<file path="src/rtl/flash_seq_pkg.sv">
package flash_seq_pkg;

    typedef enum logic [1:0] {
        OP_READ = 2'd0,
        OP_PROG = 2'd1,
        OP_SECT = 2'd2,
        OP_CHIP = 2'd3
    } fop_e;

    typedef enum logic [3:0] {
        S_FRST, S_IDLE, S_WLO, S_WHI, S_WAIT, S_RLO, S_RHI, S_RESP
    } fst_e;

    function automatic int ceil_div(input int num, input int den);
        return (num + den - 1) / den;
    endfunction

    function automatic int imax(input int a, input int b);
        return (a > b) ? a : b;
    endfunction

endpackage

</file>
<file path="src/rtl/fseq_cmd_rom.sv">
module fseq_cmd_rom
    import flash_seq_pkg::*;
#(
    parameter int AW = 21,
    parameter int DW = 16
) (
    input  fop_e            op,
    input  logic [2:0]      step,
    input  logic [AW-1:0]   tgt_addr,
    input  logic [DW-1:0]   tgt_data,
    output logic [AW-1:0]   wr_addr,
    output logic [DW-1:0]   wr_data,
    output logic [2:0]      last_step
);
    localparam logic [AW-1:0] A_ODD  = AW'(16'h5555);
    localparam logic [AW-1:0] A_EVEN = AW'(16'h2AAA);

    always_comb begin
        wr_addr   = A_ODD;
        wr_data   = '0;
        last_step = (op == OP_PROG) ? 3'd3 : 3'd5;
        if (op == OP_PROG) begin
            case (step)
                3'd0:    begin wr_addr = A_ODD;  wr_data = DW'(8'hAA); end
                3'd1:    begin wr_addr = A_EVEN; wr_data = DW'(8'h55); end
                3'd2:    begin wr_addr = A_ODD;  wr_data = DW'(8'hA0); end
                default: begin wr_addr = tgt_addr; wr_data = tgt_data; end
            endcase
        end else begin
            case (step)
                3'd0:    begin wr_addr = A_ODD;  wr_data = DW'(8'hAA); end
                3'd1:    begin wr_addr = A_EVEN; wr_data = DW'(8'h55); end
                3'd2:    begin wr_addr = A_ODD;  wr_data = DW'(8'h80); end
                3'd3:    begin wr_addr = A_ODD;  wr_data = DW'(8'hAA); end
                3'd4:    begin wr_addr = A_EVEN; wr_data = DW'(8'h55); end
                default: begin
                    if (op == OP_SECT) begin
                        wr_addr = tgt_addr; wr_data = DW'(8'h30);
                    end else begin
                        wr_addr = A_ODD;    wr_data = DW'(8'h10);
                    end
                end
            endcase
        end
    end
endmodule

</file>
<file path="src/rtl/fseq_us_timer.sv">
module fseq_us_timer #(
    parameter int TICK_CYC = 125,
    parameter int LIMW     = 28
) (
    input  logic            clk,
    input  logic            rst_n,
    input  logic            clr,
    input  logic            run,
    input  logic [LIMW-1:0] limit,
    output logic            expired
);
    localparam int PW = $clog2(TICK_CYC) + 1;

    logic [PW-1:0]   pre_q;
    logic [LIMW-1:0] us_q;

    assign expired = (us_q >= limit);

    always_ff @(posedge clk or negedge rst_n) begin
        if (!rst_n) begin
            pre_q <= '0;
            us_q  <= '0;
        end else if (clr) begin
            pre_q <= '0;
            us_q  <= '0;
        end else if (run) begin
            if (pre_q == PW'(TICK_CYC - 1)) begin
                pre_q <= '0;
                if (!expired) us_q <= us_q + LIMW'(1);
            end else begin
                pre_q <= pre_q + PW'(1);
            end
        end
    end
endmodule

</file>
<file path="src/rtl/flash_seq.sv">
module flash_seq
    import flash_seq_pkg::*;
#(
    parameter int          AW          = 21,
    parameter int          DW          = 16,
    parameter int          CLK_NS      = 8,
    parameter int          WE_LO_NS    = 45,
    parameter int          WE_HI_NS    = 20,
    parameter int          RD_NS       = 90,
    parameter int          RST_NS      = 500,
    parameter int unsigned PROG_TMO_US = 300,
    parameter int unsigned SECT_TMO_US = 15_000_000,
    parameter int unsigned CHIP_TMO_US = 256_000_000
) (
    input  logic          clk,
    input  logic          rst_n,
    input  logic          cmd_valid,
    output logic          cmd_ready,
    input  logic [1:0]    cmd_op,
    input  logic [AW-1:0] cmd_addr,
    input  logic [DW-1:0] cmd_wdata,
    output logic          rsp_valid,
    output logic          rsp_timeout,
    output logic [DW-1:0] rsp_rdata,
    output logic [AW-1:0] fl_addr,
    output logic [DW-1:0] fl_dq_out,
    output logic          fl_dq_oe,
    input  logic [DW-1:0] fl_dq_in,
    output logic          fl_ce_n,
    output logic          fl_we_n,
    output logic          fl_oe_n,
    input  logic          fl_ready,
    output logic          fl_rst_n
);
    localparam int WE_LO_CYC = ceil_div(WE_LO_NS, CLK_NS);
    localparam int WE_HI_CYC = ceil_div(WE_HI_NS, CLK_NS);
    localparam int RD_CYC    = ceil_div(RD_NS, CLK_NS);
    localparam int RST_CYC   = ceil_div(RST_NS, CLK_NS);
    localparam int TICK_CYC  = ceil_div(1000, CLK_NS);
    localparam int MAX_CYC   = imax(imax(RST_CYC, RD_CYC), imax(WE_LO_CYC, WE_HI_CYC));
    localparam int CW        = $clog2(MAX_CYC + 1);
    localparam int MAX_TMO   = imax(imax(int'(PROG_TMO_US), int'(SECT_TMO_US)), int'(CHIP_TMO_US));
    localparam int LIMW      = $clog2(MAX_TMO + 1) + 1;

    fst_e          state, state_d;
    logic [CW-1:0] cnt, cnt_ld;
    logic [2:0]    step, step_d;
    fop_e          op_q, op_n;
    logic [AW-1:0] addr_q, addr_n;
    logic [DW-1:0] data_q, data_n, rdata_q;
    logic          tmo_q;
    logic [AW-1:0] rom_addr;
    logic [DW-1:0] rom_data;
    logic [2:0]    last_step;
    logic [LIMW-1:0] tmo_lim;
    logic          tmo_hit;
    logic          exp7;

    assign op_n   = (state == S_IDLE) ? fop_e'(cmd_op) : op_q;
    assign addr_n = (state == S_IDLE) ? cmd_addr : addr_q;
    assign data_n = (state == S_IDLE) ? cmd_wdata : data_q;
    assign exp7   = (op_q == OP_PROG) ? data_q[7] : 1'b1;

    fseq_cmd_rom #(.AW(AW), .DW(DW)) u_rom (
        .op(op_n), .step(step_d), .tgt_addr(addr_n), .tgt_data(data_n),
        .wr_addr(rom_addr), .wr_data(rom_data), .last_step(last_step)
    );

    always_comb begin
        case (op_q)
            OP_PROG: tmo_lim = LIMW'(PROG_TMO_US);
            OP_SECT: tmo_lim = LIMW'(SECT_TMO_US);
            default: tmo_lim = LIMW'(CHIP_TMO_US);
        endcase
    end

    fseq_us_timer #(.TICK_CYC(TICK_CYC), .LIMW(LIMW)) u_tmr (
        .clk(clk), .rst_n(rst_n),
        .clr(state == S_IDLE),
        .run(state == S_WAIT || state == S_RLO || state == S_RHI),
        .limit(tmo_lim), .expired(tmo_hit)
    );

    // next state
    always_comb begin
        state_d = state;
        step_d  = step;
        unique case (state)
            S_FRST: if (cnt == '0) state_d = tmo_q ? S_RESP : S_IDLE;
            S_IDLE: if (cmd_valid) begin
                step_d  = 3'd0;
                state_d = (fop_e'(cmd_op) == OP_READ) ? S_RLO : S_WLO;
            end
            S_WLO:  if (cnt == '0) state_d = S_WHI;
            S_WHI:  if (cnt == '0) begin
                if (step == last_step) begin
                    state_d = S_WAIT;
                end else begin
                    step_d  = step + 3'd1;
                    state_d = S_WLO;
                end
            end
            S_WAIT: begin
                if (tmo_hit)       state_d = S_FRST;
                else if (fl_ready) state_d = S_RLO;
            end
            S_RLO:  if (cnt == '0)
                state_d = (op_q == OP_READ || fl_dq_in[7] == exp7) ? S_RESP : S_RHI;
            S_RHI:  if (cnt == '0) state_d = tmo_hit ? S_FRST : S_WAIT;
            S_RESP: state_d = S_IDLE;
            default: state_d = S_FRST;
        endcase
    end

    always_comb begin
        unique case (state_d)
            S_FRST:  cnt_ld = CW'(RST_CYC - 1);
            S_WLO:   cnt_ld = CW'(WE_LO_CYC - 1);
            S_WHI:   cnt_ld = CW'(WE_HI_CYC - 1);
            S_RLO:   cnt_ld = CW'(RD_CYC - 1);
            S_RHI:   cnt_ld = CW'(WE_HI_CYC - 1);
            default: cnt_ld = '0;
        endcase
    end

    // state register
    always_ff @(posedge clk or negedge rst_n) begin
        if (!rst_n) begin
            state   <= S_FRST;
            cnt     <= CW'(RST_CYC - 1);
            step    <= '0;
            op_q    <= OP_READ;
            addr_q  <= '0;
            data_q  <= '0;
            tmo_q   <= 1'b0;
            rdata_q <= '0;
        end else begin
            state <= state_d;
            step  <= step_d;
            if (state_d != state)  cnt <= cnt_ld;
            else if (cnt != '0)    cnt <= cnt - CW'(1);
            if (state == S_IDLE && cmd_valid) begin
                op_q   <= fop_e'(cmd_op);
                addr_q <= cmd_addr;
                data_q <= cmd_wdata;
                tmo_q  <= 1'b0;
            end
            if (state_d == S_FRST && state != S_FRST) tmo_q <= 1'b1;
            if (state == S_RLO && cnt == '0) rdata_q <= fl_dq_in;
        end
    end

    // registered pin outputs from the next state
    always_ff @(posedge clk or negedge rst_n) begin
        if (!rst_n) begin
            fl_we_n   <= 1'b1;
            fl_ce_n   <= 1'b1;
            fl_oe_n   <= 1'b1;
            fl_rst_n  <= 1'b0;
            fl_dq_oe  <= 1'b0;
            fl_addr   <= '0;
            fl_dq_out <= '0;
        end else begin
            fl_we_n  <= (state_d != S_WLO);
            fl_ce_n  <= !(state_d == S_WLO || state_d == S_RLO);
            fl_oe_n  <= (state_d != S_RLO);
            fl_rst_n <= (state_d != S_FRST);
            fl_dq_oe <= (state_d == S_WLO || state_d == S_WHI);
            if (state_d == S_WLO) begin
                fl_addr   <= rom_addr;
                fl_dq_out <= rom_data;
            end else if (state_d == S_RLO) begin
                fl_addr   <= addr_n;
            end
        end
    end

    assign cmd_ready   = (state == S_IDLE);
    assign rsp_valid   = (state == S_RESP);
    assign rsp_timeout = tmo_q;
    assign rsp_rdata   = rdata_q;

endmodule

</file>
<file path="config.mk">
export PLATFORM = sky130hd
export DESIGN_NAME = flash_seq
export DESIGN_NICKNAME = d
export VERILOG_FILES = /design/src/rtl/flash_seq_pkg.sv /design/src/rtl/fseq_cmd_rom.sv /design/src/rtl/fseq_us_timer.sv /design/src/rtl/flash_seq.sv
export SDC_FILE = /design/constraint.sdc
export NUM_CORES = 1
export LEC_CHECK = 0
export ABC_AREA = 1
export ABC_CLOCK_PERIOD_IN_PS = 6700
export CAP_MARGIN = 10
export CORE_ASPECT_RATIO = 2
export CORE_MARGIN = 2
export CORE_UTILIZATION = 50
export CTS_BUF_LIST = sky130_fd_sc_hd__clkbuf_16
export CTS_CLUSTER_DIAMETER = 30
export DETAILED_ROUTE_END_ITERATION = 12
export GPL_TIMING_DRIVEN = 0
export PLACE_DENSITY = 0.75
export SLEW_MARGIN = 20
export SYNTH_ARGS = -nofsm -noshare
export SYNTH_HDL_FRONTEND = slang
export SYNTH_HIERARCHICAL = 1
export SYNTH_SLANG_ARGS = --single-unit
</file>
<file path="constraint.sdc">
create_clock -name clk -period 6.7 [get_ports clk]
set_input_delay 1.005 -clock clk [delete_from_list [all_inputs] [get_ports clk]]
set_output_delay 1.005 -clock clk [all_outputs]
set_load 0.005 [all_outputs]
</file>
# Word-level counts from Yosys, hierarchy flattened
# Index checks and enable logic that the tools add are counted.
[classes] n_addsub=4 order_cmp=1 n_eq_ne=26 muxes=46 n_reduce_logical=29
[op_table] operator="2-to-1 mux 29 bit" n=4
[op_table] operator="2-to-1 mux 21 bit" n=5
[op_table] operator="one-hot mux 16 bit (3 select lines)" n=2
[op_table] operator="one-hot mux 21 bit (2 select lines)" n=2
[op_table] operator="one-hot mux 28 bit (2 select lines)" n=1
[op_table] operator="2-to-1 mux 16 bit" n=2
[op_table] operator="2-to-1 mux 4 bit" n=8
[op_table] operator="one-hot mux 4 bit (8 select lines)" n=1
[op_table] operator="adder 29 x 1 -> 29 bit (second input constant)" n=1
[op_table] operator=">= comparator 29 x 28 -> 1 bit" n=1
[op_table] operator="== test 4 x 3 -> 1 bit (second input constant)" n=6
[op_table] operator="2-to-1 mux 3 bit" n=8
[op_table] operator="2-to-1 mux 8 bit" n=3
[op_table] operator="one-hot mux 6 bit (4 select lines)" n=1
[op_table] operator="2-to-1 mux 6 bit" n=3
[op_table] operator="== test 4 x 2 -> 1 bit (second input constant)" n=4
[op_table] operator="nonzero test 2 bit" n=5
[op_table] operator="adder 8 x 1 -> 8 bit (second input constant)" n=1
[op_table] operator="== test 8 x 7 -> 1 bit (second input constant)" n=1
[op_table] operator="zero test 4 bit" n=2
[op_table] operator="nonzero test 4 bit" n=2
[op_table] operator="OR reduction 2 bit" n=4
[op_table] operator="== test 3 x 2 -> 1 bit (second input constant)" n=2
[op_table] operator="zero test 6 bit" n=1
[op_table] operator="other kinds (24)" n=36
[totals] regBits=148 inputBits=59 out_inout_bits=61 wordCells=123

# Longest topological paths before layout
[logic_depth] ltp_word=13 depth_mapped=27 ltp_nobuf=25

# Modules after synthesis
# Netlist, hierarchy kept.
[modules_own_cells] mod="flash_seq" n_inst=1 cells_each=682 area_per_inst_um2=5597.9 seq_area_each_um2=2787.7
[modules_own_cells] mod="fseq_us_timer" n_inst=1 cells_each=535 area_per_inst_um2=3334.4 seq_area_each_um2=925.9
[modules_own_cells] mod="fseq_cmd_rom" n_inst=1 cells_each=184 area_per_inst_um2=808.3 seq_area_each_um2=0.0

# Worst setup path after synthesis
# OpenSTA, ideal clock, no wires.
[synth_path] kind="input-to-reg" from="input cmd_op[1]" to="register fl_addr[11]" setup_time_ns=0.121 t_arrival_ns=3.299 required_time_ns=6.579 path_slack_ns=3.280 stages=21 path_buffers=4 cell_sequence="nand2_1 -> o21ai_0 -> buf_2 -> inv_2 -> nand2_2 -> buf_2 -> buf_4 -> inv_1 -> nand2_1 -> nand2_1 -> nand3_1 -> nand3_1 -> o21ai_0 -> inv_2 -> nand3_1 -> nand2_2 -> buf_6 -> nor2_1 -> nor2_1 -> nand2_2 -> nand3_2"
[synth_via] elab_chain_len=12 elab_cells_between_ends=30 cone_classes="eq/ne (9); mux (15); reduce/logical (6)"
[synth_lines] item="from (decl)" line_no="flash_seq.sv:19" text="input logic [1:0] cmd_op,"
[synth_lines] item="2-to-1 mux 2 bit *" line_no="flash_seq.sv:59" text="assign op_n = (state == S_IDLE) ? fop_e'(cmd_op) : op_q;"
[synth_lines] item="net op_n[1]" line_no="flash_seq.sv:48" text="fop_e op_q, op_n;"
[synth_lines] item="== test 2 x 1 -> 1 bit *" line_no="fseq_cmd_rom.sv:21" text="last_step = (op == OP_PROG) ? 3'd3 : 3'd5;"
[synth_lines] item="2-to-1 mux 3 bit *" line_no="fseq_cmd_rom.sv:21"
[synth_lines] item="net last_step[2]" line_no="flash_seq.sv:54" text="logic [2:0] last_step;"
[synth_lines] item="== test 3 bit *" line_no="flash_seq.sv:96" text="if (step == last_step) begin"
[synth_lines] item="2-to-1 mux 3 bit *" line_no="flash_seq.sv:96"
[synth_lines] item="2-to-1 mux 3 bit *" line_no="flash_seq.sv:95" text="S_WHI: if (cnt == '0) begin"
[synth_lines] item="one-hot mux 3 bit (2 select lines) *" line_no="flash_seq.sv:88" text="unique case (state)"
[synth_lines] item="net step_d[2]" line_no="flash_seq.sv:47" text="logic [2:0] step, step_d;"
[synth_lines] item="== test 3 x 2 -> 1 bit (tied with other cells)" line_no="fseq_cmd_rom.sv:23, fseq_cmd_rom.sv:30"
[synth_lines] item="OR reduction 3 bit (no line) or OR reduction 2 bit (tied branches)"
[synth_lines] item="one-hot mux 21 bit (2 select lines), on equally long branches" line_no="fseq_cmd_rom.sv:30, fseq_cmd_rom.sv:23"
[synth_lines] item="2-to-1 mux 21 bit *" line_no="fseq_cmd_rom.sv:22" text="if (op == OP_PROG) begin"
[synth_lines] item="net rom_addr[11]" line_no="flash_seq.sv:52" text="logic [AW-1:0] rom_addr;"
[synth_lines] item="2-to-1 mux 21 bit *" line_no="flash_seq.sv:169" text="if (state_d == S_WLO) begin"
[synth_lines] item="to (signal assigned)" line_no="flash_seq.sv:170" text="fl_addr <= rom_addr;"
[synth_lines] item="to (signal assigned)" line_no="flash_seq.sv:173" text="fl_addr <= addr_n;"
[synth_lines] item="to (decl)" line_no="flash_seq.sv:25" text="output logic [AW-1:0] fl_addr,"
# The timed path passes the listed nets; every way through them passes the cells marked *.
# A chain may end at the register's enable or synchronous reset.

# Worst setup path after layout
[layout_path] from="input cmd_op[1]" to="register fl_addr[9]"
# Same word-level chain as after synthesis.

==> flow_metrics.env <==
export IMPL_portBuffers=119
export IMPL_grt_pass1_wl_mm=45.6
export IMPL_r2r_cells=24
export IMPL_timing_rr_end="fl_addr[9]$_DFFE_PN0N_"
export IMPL_maxSlewHeadroom_pct=57.2
export IMPL_cts_resized=0
export IMPL_syn_avg_cell_area_um2=6.95
export IMPL_min_to="fl_dq_out[3]$_DFFE_PN0P_"
export IMPL_syn_cell_area_um2=9740
export IMPL_viasPerCell=5.10
export IMPL_place_congestion=0.962
export IMPL_max_clock_freq_mhz=238
export IMPL_clockBufferDepth=2
export IMPL_finClkSkew_ns=0.0117
export IMPL_grt_max_degree=97
export IMPL_register_area_um2=3710
export IMPL_arrival_ns=4.52
export IMPL_synthDistinctLibCells=43
export IMPL_antenna_found_initial=0
export IMPL_yosysSeqAreaShare_pct=38.1
export IMPL_clock_tree_root_cell="clkbuf_16"
export IMPL_htree_levels=4
export IMPL_critical_path_class="in -> reg"
export IMPL_pin_count=120
export IMPL_worstHoldPathCells=2
export IMPL_rows=72
export IMPL_period_needed_ns=4.20
export IMPL_hold_buffers=0
export IMPL_fin_cells=1823
export IMPL_drv_slew=0
export IMPL_placedCellCount=1791
export IMPL_cp_max_fo=11
export IMPL_cts_buffers=17
export IMPL_grt_usage_pct=28.6
export IMPL_critPathLaunchType="primary input"
export IMPL_p_leak_uw=0.00602
export IMPL_clock_latency_ns=0.43
export IMPL_drt_drc_violations_left=0
export IMPL_avgRoutedWirePerCell_um=15.4
export IMPL_r2r_start="state[1]$_DFF_PN0_"
export IMPL_rsz0062_at_grt="false"
export IMPL_dieArea_um2=20700
export IMPL_rrSetupSlack_ns=2.60
export IMPL_n_antenna_cell=0
export IMPL_cts_sinks=148
export IMPL_firstDrtPassIters=5
export IMPL_post_cts_buffers=0
export IMPL_via_count=9294
export IMPL_ir_worst_vdd_v=0.000274
export IMPL_initial_core_util_pct=50.8
export IMPL_final_setup_viol_count=0
export IMPL_fillCellCount=1766
export IMPL_worst_pin_slew_ns=0.643
export IMPL_final_hold_violation_count=0
export IMPL_finalWirelength_mm=28.0
export IMPL_required_ns=7.01
export IMPL_final_net_count=1648
export IMPL_core_um2=19200
export IMPL_chipHeight_um=201
export IMPL_area_delta_synth_final_pct=22.2
export IMPL_place_detailed_hpwl_mm=21.9
export IMPL_multi_input_area_um2=5100
export IMPL_p_per_area_nw_per_um2=251
export IMPL_syn_inst=1401
export IMPL_drt_initial_drc_count=478
export IMPL_yosys_warnings=6
export IMPL_synth_seq_cells=148
export IMPL_status="finished clean"
export IMPL_maxCapViolations=0
export IMPL_ant_nets=0
export IMPL_min_delay_start="fl_dq_out[3]$_DFFE_PN0P_"
export IMPL_timing_hold_ws_ns=0.472
export IMPL_clkTransAtPathRegs_ns=0.06
export IMPL_critPathCaptureType="register"
export IMPL_drive_gt1_share_pct=10.3
export IMPL_grt_overflow_total=0
export IMPL_holdCritPathClass="reg -> reg"
export IMPL_die_w_um=103
export IMPL_finalCritPeriodShare_pct=62.7
export IMPL_tritoncts="done"
export IMPL_grt_pass1_vias=9534
-- report_power, final --
group	switching (µW)	total [µW]	leakage, µW	internal [µW]
combinational	498	902	0.00384	404
sequential	94.4	1150	0.00190	1050
clock	389	934	0.000279	544
-- per-stage QoR --
stage               area, µm²  TNS (ns)  utilization (%)  power (µW)  setup slack, ns
floorplan                9780         0                -        1670             3.28
global placement        11300   -222.58             58.9        2040            -1.61
detailed placement      11300         0             59.0        2060             2.12
CTS                     11900         0             62.0        3010             2.58
global route            11900         0             62.0        3160             2.14
finish                  11900         0             62.0        2980             2.50
-- cell families (layout without fill, tap and decap cells) --
kind of cell / Yosys count / in the layout / share of synthesized area (%)
muxes: 15 / 15 / 1.73
xor gates and xnor gates: 21 / 21 / 1.89
DFF: 148 / 148 / 38.1
adders and majority gates: 38 / 38 / 4.88
other: 2 / 13 / 0.0771
and+or+nand+nor: 822 / 822 / 36.5
AOI/OAI and AO/OA: 129 / 129 / 6.86
buffers and inverters: 226 / 378 / 9.92
-- state kept, by name, indices dropped and copies added (netlist names), 2 cells and up --
name	count
addr_q	21
cnt	6
data_q	16
fl_addr	21
fl_dq_out	16
op_q	2
rsp_rdata	16
state	4
step	3
u_tmr/pre_q	8
u_tmr/us_q	29
-- layout by cell type, fill, tap and decap left out, drive strengths merged --
cell type      synthesis  layout
inv                  177     180
ha                    38      38
nand2                499     499
bufinv                 0       2
clkdlybuf4s50          0     118
dfrtp                140     140
nand3b                 9       9
clkbuf                18      35
a31oi                  2       2
clkinv                 1       8
nand3                105     105
o21bai                 1       1
nor2                 180     180
o311ai                 1       1
xnor2                 10      10
clkinvlp               0       3
a21oi                 17      17
conb                   2      13
xor2                  11      11
mux2                  15      15
buf                   30      32
nor3                  16      16
o21a                   1       1
dfstp                  8       8
or2                    3       3
nand4                  8       8
o211ai                 1       1
a32o                   1       1
o21ai                105     105
nor3b                  2       2
-- worst max-delay path by stage --
stage          startpoint                  endpoint  slack, ns  cells after the start
3_5_place_dp    cmd_op[1]    fl_addr[3]$_DFFE_PN0N_       2.12                     21
2_1_floorplan   cmd_op[1]   fl_addr[11]$_DFFE_PN0N_       3.28                     21
6_report        cmd_op[1]    fl_addr[9]$_DFFE_PN0N_       2.50                     21
3_3_place_gp        rst_n  rsp_rdata[0]$_DFFE_PN0P_      -1.61                      1
4_1_cts         cmd_op[1]   fl_addr[11]$_DFFE_PN0N_       2.58                     21
5_1_grt         cmd_op[1]    fl_addr[7]$_DFFE_PN0N_       2.14                     21
-- layer usage --
layer	GRT usage (%)	routed length, µm	up-vias
met3	4.79	901	96
met4	18.9	1910	0
met5	0	0	-
li1	-	-	4644
met2	53.6	15700	235
met1	27.1	9500	4319
-- cells in the mapped netlist (all sizes together) --
cell	n	area [µm²]
o311ai	1	8.76
nand3	105	603
o21a	1	7.51
o211ai	1	7.51
mux2	15	169
dfstp	8	210
inv	177	667
clkbuf	18	67.6
nand2	499	1960
dfrtp	140	3500
nor2	180	759
a21oi	17	85.1
a31oi	2	12.5
or2	3	18.8
o21ai	105	529
nor3	16	80.1
conb	2	7.51
xor2	11	96.3
clkinv	1	3.75
nor3b	2	15.0
o21bai	1	7.51
buf	30	228
a32o	1	10.0
nand3b	9	67.6
xnor2	10	87.6
ha	38	475
nand4	8	50.1
-- area by class of cell --
type                       instances  area share [%]
multi-input combinational       1038            42.9
sequential                       148            31.2
timing repair buffer             120            10.3
inverter                         178            5.64
clock buffer                      17            3.58
tap                              259            2.72
buffer                            48            2.48
clock inverter                    15            1.21
-- worst max-delay path, stage by stage --
cell	delay, ns
clkdlybuf4s50_1	0.51
nand2_1	0.06
o21ai_0	0.07
buf_2	0.22
inv_2	0.06
nand2_2	0.08
buf_2	0.24
buf_4	0.24
inv_1	0.06
nand2_1	0.06
nand2_1	0.06
nand3_1	0.18
nand3_1	0.12
o21ai_0	0.52
inv_2	0.19
nand3_1	0.22
nand3_2	0.25
nor2_1	0.18
nor2_1	0.06
nand2_1	0.06
nand3_1	0.06
No activity file was read; power rests on OpenSTA's default activity.
